$ cat config.mk
export PLATFORM = sky130hd
export DESIGN_NAME = sbox_disjoint
export DESIGN_NICKNAME = d
export VERILOG_FILES = /design/src/rtl/sbox_pkg.sv /design/src/rtl/sbox_cfg_chain.sv /design/src/rtl/sbox_track_xbar.sv /design/src/rtl/sbox_disjoint.sv
export SDC_FILE = /design/constraint.sdc
export NUM_CORES = 1
export LEC_CHECK = 0
export CAP_MARGIN = 30
export CORE_MARGIN = 2
export CORE_UTILIZATION = 50
export CTS_CLUSTER_DIAMETER = 50
export CTS_CLUSTER_SIZE = 8
export DETAILED_ROUTE_END_ITERATION = 8
export PLACE_DENSITY = 0.8
export SLEW_MARGIN = 20
export SYNTH_ARGS = -nofsm -noshare
export SYNTH_HDL_FRONTEND = slang
export SYNTH_SLANG_ARGS = --single-unit
$ cat constraint.sdc
create_clock -name clk -period 3 [get_ports clk]
set_clock_uncertainty 0.15 [all_clocks]
set_input_delay 0.6 -clock clk [delete_from_list [all_inputs] [get_ports clk]]
set_output_delay 0.6 -clock clk [all_outputs]
set_load 0.03 [all_outputs]
$ cat src/rtl/sbox_pkg.sv
package sbox_pkg;
    localparam int SIDES = 4;
    localparam int PAIRS = 6;

    // side encoding: 0 north, 1 east, 2 south, 3 west
    // pair index for two distinct sides a, b
    function automatic int pair_idx(input int a, input int b);
        int lo;
        int hi;
        lo = (a < b) ? a : b;
        hi = (a < b) ? b : a;
        if (lo == 0)      return hi - 1;
        else if (lo == 1) return hi + 1;
        else              return 5;
    endfunction
endpackage

$ cat src/rtl/sbox_cfg_chain.sv
module sbox_cfg_chain #(
    parameter int NBITS = 24
) (
    input  logic             clk,
    input  logic             rst_n,
    input  logic             load_en,
    input  logic             bit_in,
    output logic [NBITS-1:0] cfg
);
    typedef struct packed {
        logic [NBITS-1:0] chain;
    } chain_t;

    chain_t st_d, st_q;

    always_comb begin
        st_d = st_q;
        if (load_en) begin
            st_d.chain = {bit_in, st_q.chain[NBITS-1:1]};
        end
    end

    always_ff @(posedge clk or negedge rst_n) begin
        if (!rst_n) st_q <= '0;
        else        st_q <= st_d;
    end

    assign cfg = st_q.chain;
endmodule

$ cat src/rtl/sbox_track_xbar.sv
module sbox_track_xbar
    import sbox_pkg::*;
(
    input  logic [SIDES-1:0] side_in,
    input  logic [PAIRS-1:0] pair_en,
    output logic [SIDES-1:0] side_out
);
    always_comb begin
        side_out = '0;
        for (int o = 0; o < SIDES; o++) begin
            for (int i = 0; i < SIDES; i++) begin
                if (i != o) begin
                    side_out[o] = side_out[o] | (side_in[i] & pair_en[pair_idx(o, i)]);
                end
            end
        end
    end
endmodule

$ cat src/rtl/sbox_disjoint.sv
module sbox_disjoint
    import sbox_pkg::*;
#(
    parameter int TRACKS = 4
) (
    input  logic              clk,
    input  logic              rst_n,
    input  logic              cfg_load_en,
    input  logic              cfg_bit,
    input  logic [TRACKS-1:0] north_in,
    input  logic [TRACKS-1:0] east_in,
    input  logic [TRACKS-1:0] south_in,
    input  logic [TRACKS-1:0] west_in,
    output logic [TRACKS-1:0] north_out,
    output logic [TRACKS-1:0] east_out,
    output logic [TRACKS-1:0] south_out,
    output logic [TRACKS-1:0] west_out
);
    localparam int CFG_BITS = PAIRS * TRACKS;

    logic [CFG_BITS-1:0] cfg_q;

    sbox_cfg_chain #(.NBITS(CFG_BITS)) i_chain (
        .clk     (clk),
        .rst_n   (rst_n),
        .load_en (cfg_load_en),
        .bit_in  (cfg_bit),
        .cfg     (cfg_q)
    );

    for (genvar k = 0; k < TRACKS; k++) begin : g_track
        logic [SIDES-1:0] t_in;
        logic [SIDES-1:0] t_out;
        assign t_in = {west_in[k], south_in[k], east_in[k], north_in[k]};

        sbox_track_xbar i_xbar (
            .side_in  (t_in),
            .pair_en  (cfg_q[PAIRS*k +: PAIRS]),
            .side_out (t_out)
        );

        assign north_out[k] = t_out[0];
        assign east_out[k]  = t_out[1];
        assign south_out[k] = t_out[2];
        assign west_out[k]  = t_out[3];
    end
endmodule

== Word level (Yosys, flattened, before mapping) ==
Cells that the tools add are included.
Word-level totals
  register bits: 24
  bits in latches: 0
  memory bits (writable): 0
  memory bits (read-only): 0
  input port bits: 20
  output and inout bits: 16
  memories kept: 0
Operators by class
  $add $sub $neg: 0
  multiply operators: 0
  divide/modulo/power cells: 0
  magnitude comparators: 0
  equal/unequal tests: 0
  shifts and indexed selects: 0
  multiplexer cells: 0
  bitwise operators: 80
  reductions and logical operators: 0
Operator list (count)
  bitwise AND 1 bit: 48
  OR 1 bit: 32

== Longest topological paths before layout ==
  depth after elaboration: 3
  mapped depth: 3

== By module ==
Synthesis repeated with hierarchy kept, for this count alone.
Second synthesis, totals
  cell total of the unflattened synthesis: 83
  area total of the unflattened synthesis: 1217.4 µm²
Modules (own cells, without submodules)
  sbox_cfg_chain: instances 1, cells each 51, area each 997.2 µm², seq. area each 600.6 µm²
  sbox_track_xbar: instances 4, cells each 8, area each 55.1 µm², seq. area each 0.0 µm²

== Worst setup path before layout ==
OpenSTA, ideal clock, no wires.
  path type: input to output
  from: input north_in[0]
  to: output south_out[0]
  arrival: 1.096 ns
  required time: 2.250 ns
  setup slack: 1.154 ns
  cell stages on the path: 2
  path buffers: 0
  cell sequence: a222oi_1 > inv_1
On the way
  word-level cells in the longest chain between the ends: 3
Ends and longest elaborated chain
  start: declaration: line sbox_disjoint.sv:10  | input logic [TRACKS-1:0] north_in,
  bitwise AND 1 bit: line sbox_track_xbar.sv:13  | side_out[o] = side_out[o] | (side_in[i] & pair_en[pair_idx(o, i)]);
  OR 1 bit (2 in a row): line sbox_track_xbar.sv:13
  end: declaration: line sbox_disjoint.sv:16  | output logic [TRACKS-1:0] south_out,
No other way between the ends.

== Worst setup path after layout ==
  from: input north_in[1]
  to: output east_out[1]
On the way
  word-level cells in the longest chain between the ends: 3
Ends and longest elaborated chain
  bitwise AND 1 bit: line sbox_track_xbar.sv:13
  OR 1 bit (2 in a row): line sbox_track_xbar.sv:13
  end: declaration: line sbox_disjoint.sv:15  | output logic [TRACKS-1:0] east_out,
No other way between the ends.

==> reports/metrics.cfg <==
[setup_path]
crit_type=primary input to output pin
critPathLaunch=north_in[1]
path_max_fanout=3
critPathArrivalTime_ns=2.11
path_cells=clkdlybuf4s50_1 > a222oi_1 > inv_1 > clkdlybuf4s50_1
r2r_setup_slack_ns=2.03
required_ns=2.25
cp_slowest_cell=clkdlybuf4s50_1
slowest_delay_ns=0.60
critPathLaunchType=primary input
reg2reg_depth=1
worstReg2RegEnd=i_chain.cfg[1]$_DFFE_PN0P_
cp-end-kind=output pin
crit_top_cell=clkdlybuf4s50_1
r2r-start=i_chain.cfg[1]$_DFFE_PN0P_

[final_layout]
drive_above_1_share_pct=24.2
final_cell_mix=35 x clkdlybuf4s50_1, 24 x dfrtp_1, 20 x mux2_4
diodes=0
nFillCells=176
largest_reg_flops=24
nNetsFinal=142
fin_util_pct=70.5
area_delta_synth_final_pct=30.5
instances_no_fill=148
layout.cells.most_common=clkdlybuf4s50_1

[die]
core_um2=2250
ioPinCount=36
die_area_um2=2850
die_width_um=53.3
rows=17
die_h_um=53.3
initial_core_util_pct=54.0

[worst_hold_path]
min_to=i_chain.cfg[0]$_DFFE_PN0P_
holdCritPathClass=register to register
holdPathStages=1
hp-start=i_chain.cfg[0]$_DFFE_PN0P_

[clock_network]
cts_tree=built
post_cts_resized=0
post_cts_buffers=0
clk_pin_slew_ns=0.11
clock-sinks=24
htreeDepth=1
cts_root_buf=clkbuf_4
insertion_delay_ns=0.30
cts_buffers=3
clockBufferDepth=2
cts_hold_buf=0

[synth]
synthCells=83
yosysWarnings=0
synth_area_leaders=dfrtp_1 49%, mux2_4 25%, a222oi_1 13%
synth_area_um2=1220
synth_cell_types=7
synth_seq_area_share_pct=49.3
yosysTopAreaCellShare_pct=49.3
syn-num-nets=103
yosysTopAreaCell=dfrtp_1
avgSynthCellArea_um2=14.7
ys_ff_latch=24

[sta]
tightest_slew_ns=0.407
holdWs_ns=0.423
setup_violations=0
max_freq_mhz=350
finalCritPeriodShare_pct=95.3
final-hold-violation-count=0
final.min_clock_period_ns=2.86
slew_viol_final=0
rsz0062_at_grt=no
slew_headroom_pct=72.9
tns_ns=0

[route]
drtIter0Drc=48
dr.pass1.iters=4
final_antenna_net_count=0
wl_per_cell_um=15.3
vias_per_cell=5.73
remaining_drc_errors=0
drt_wl_total_mm=2.27
via_count=848

[global_route]
use_met2_pct=31.3
grt_pass1_vias=891
grtUsageMet3_pct=2.82
antenna_found_initial=0
grt_pass1_wl_mm=3.96
grt_overflow=0
gr-usage-all-layers_pct=18.6
grt_max_degree=25
grtUsageMet1_pct=24.7
grt.busiest_layer=met2

[power_and_ir_drop]
finalPower_mw=1.50
p_leak_nw=0.753
p_per_area_nw_per_um2=943
peakVddDrop_v=0.000661

[placed_design]
hpwl_mm=1.65
dp.cells=145
place.port_buffers=35
gp_congestion=0.725

[run]
drv_cap=0

[run_status]
outcome=finished clean

==> kinds of logic after synthesis <==
kind of cell | synth area share (%)
AO/OA/AOI/OAI | 13.2
multiplexers | 28.4
flip-flops | 49.3
buffers and inverters | 9.15
==> layout make-up <==
class / count / area, um2 / area share, %
sequential: 24 / 601 / 37.8
multi-input combinational: 40 / 505 / 31.8
timing repair buffer: 37 / 365 / 23.0
clock buffer: 3 / 22.5 / 1.42
inverter: 16 / 60.1 / 3.78
tap: 28 / 35.0 / 2.20
==> worst max-delay path by stage <==
stage | endpoint | slack, ns | cells after the start
2_1_floorplan | south_out[0] | 1.15 | 2
3_3_place_gp | west_out[1] | 0.21 | 4
3_5_place_dp | east_out[1] | 0.14 | 4
4_1_cts | east_out[1] | 0.13 | 4
5_1_grt | south_out[1] | 0.05 | 4
6_report | east_out[1] | 0.14 | 4
==> power breakdown <==
part	internal (mW)	switching, mW
registers	0.459	0.151
clock network	0.0467	0.0822
logic	0.423	0.335
total	0.929	0.569
==> through the flow <==
stage	setup WS (ns)	cell area [um2]
3_3_place_gp	0.213	1570
2_1_floorplan	1.15	1220
5_1_grt	0.0476	1590
4_1_cts	0.127	1590
6_report	0.141	1590
3_5_place_dp	0.136	1570
==> cell usage after synthesis <==
cell type  count
inv_1         16
dfrtp_1       24
mux2_2         4
buf_6          1
mux2_4        20
a222oi_1      16
buf_12         2
==> worst max-delay path: cells and delay by family <==
family / cells / cell delay, ns
AO/OA/AOI/OAI: 1 / 0.37
buffers and inverters: 3 / 1.14
==> routing by layer <==
| metal | vias to the layer above | share of wire, % |
|---|---|---|
| met5 | - | 0 |
| met2 | 24 | 50 |
| met1 | 425 | 45 |
| met4 | 0 | 0.57 |
| met3 | 2 | 4.4 |
| li1 | 397 | - |
No activity file was read; power rests on OpenSTA's default activity.
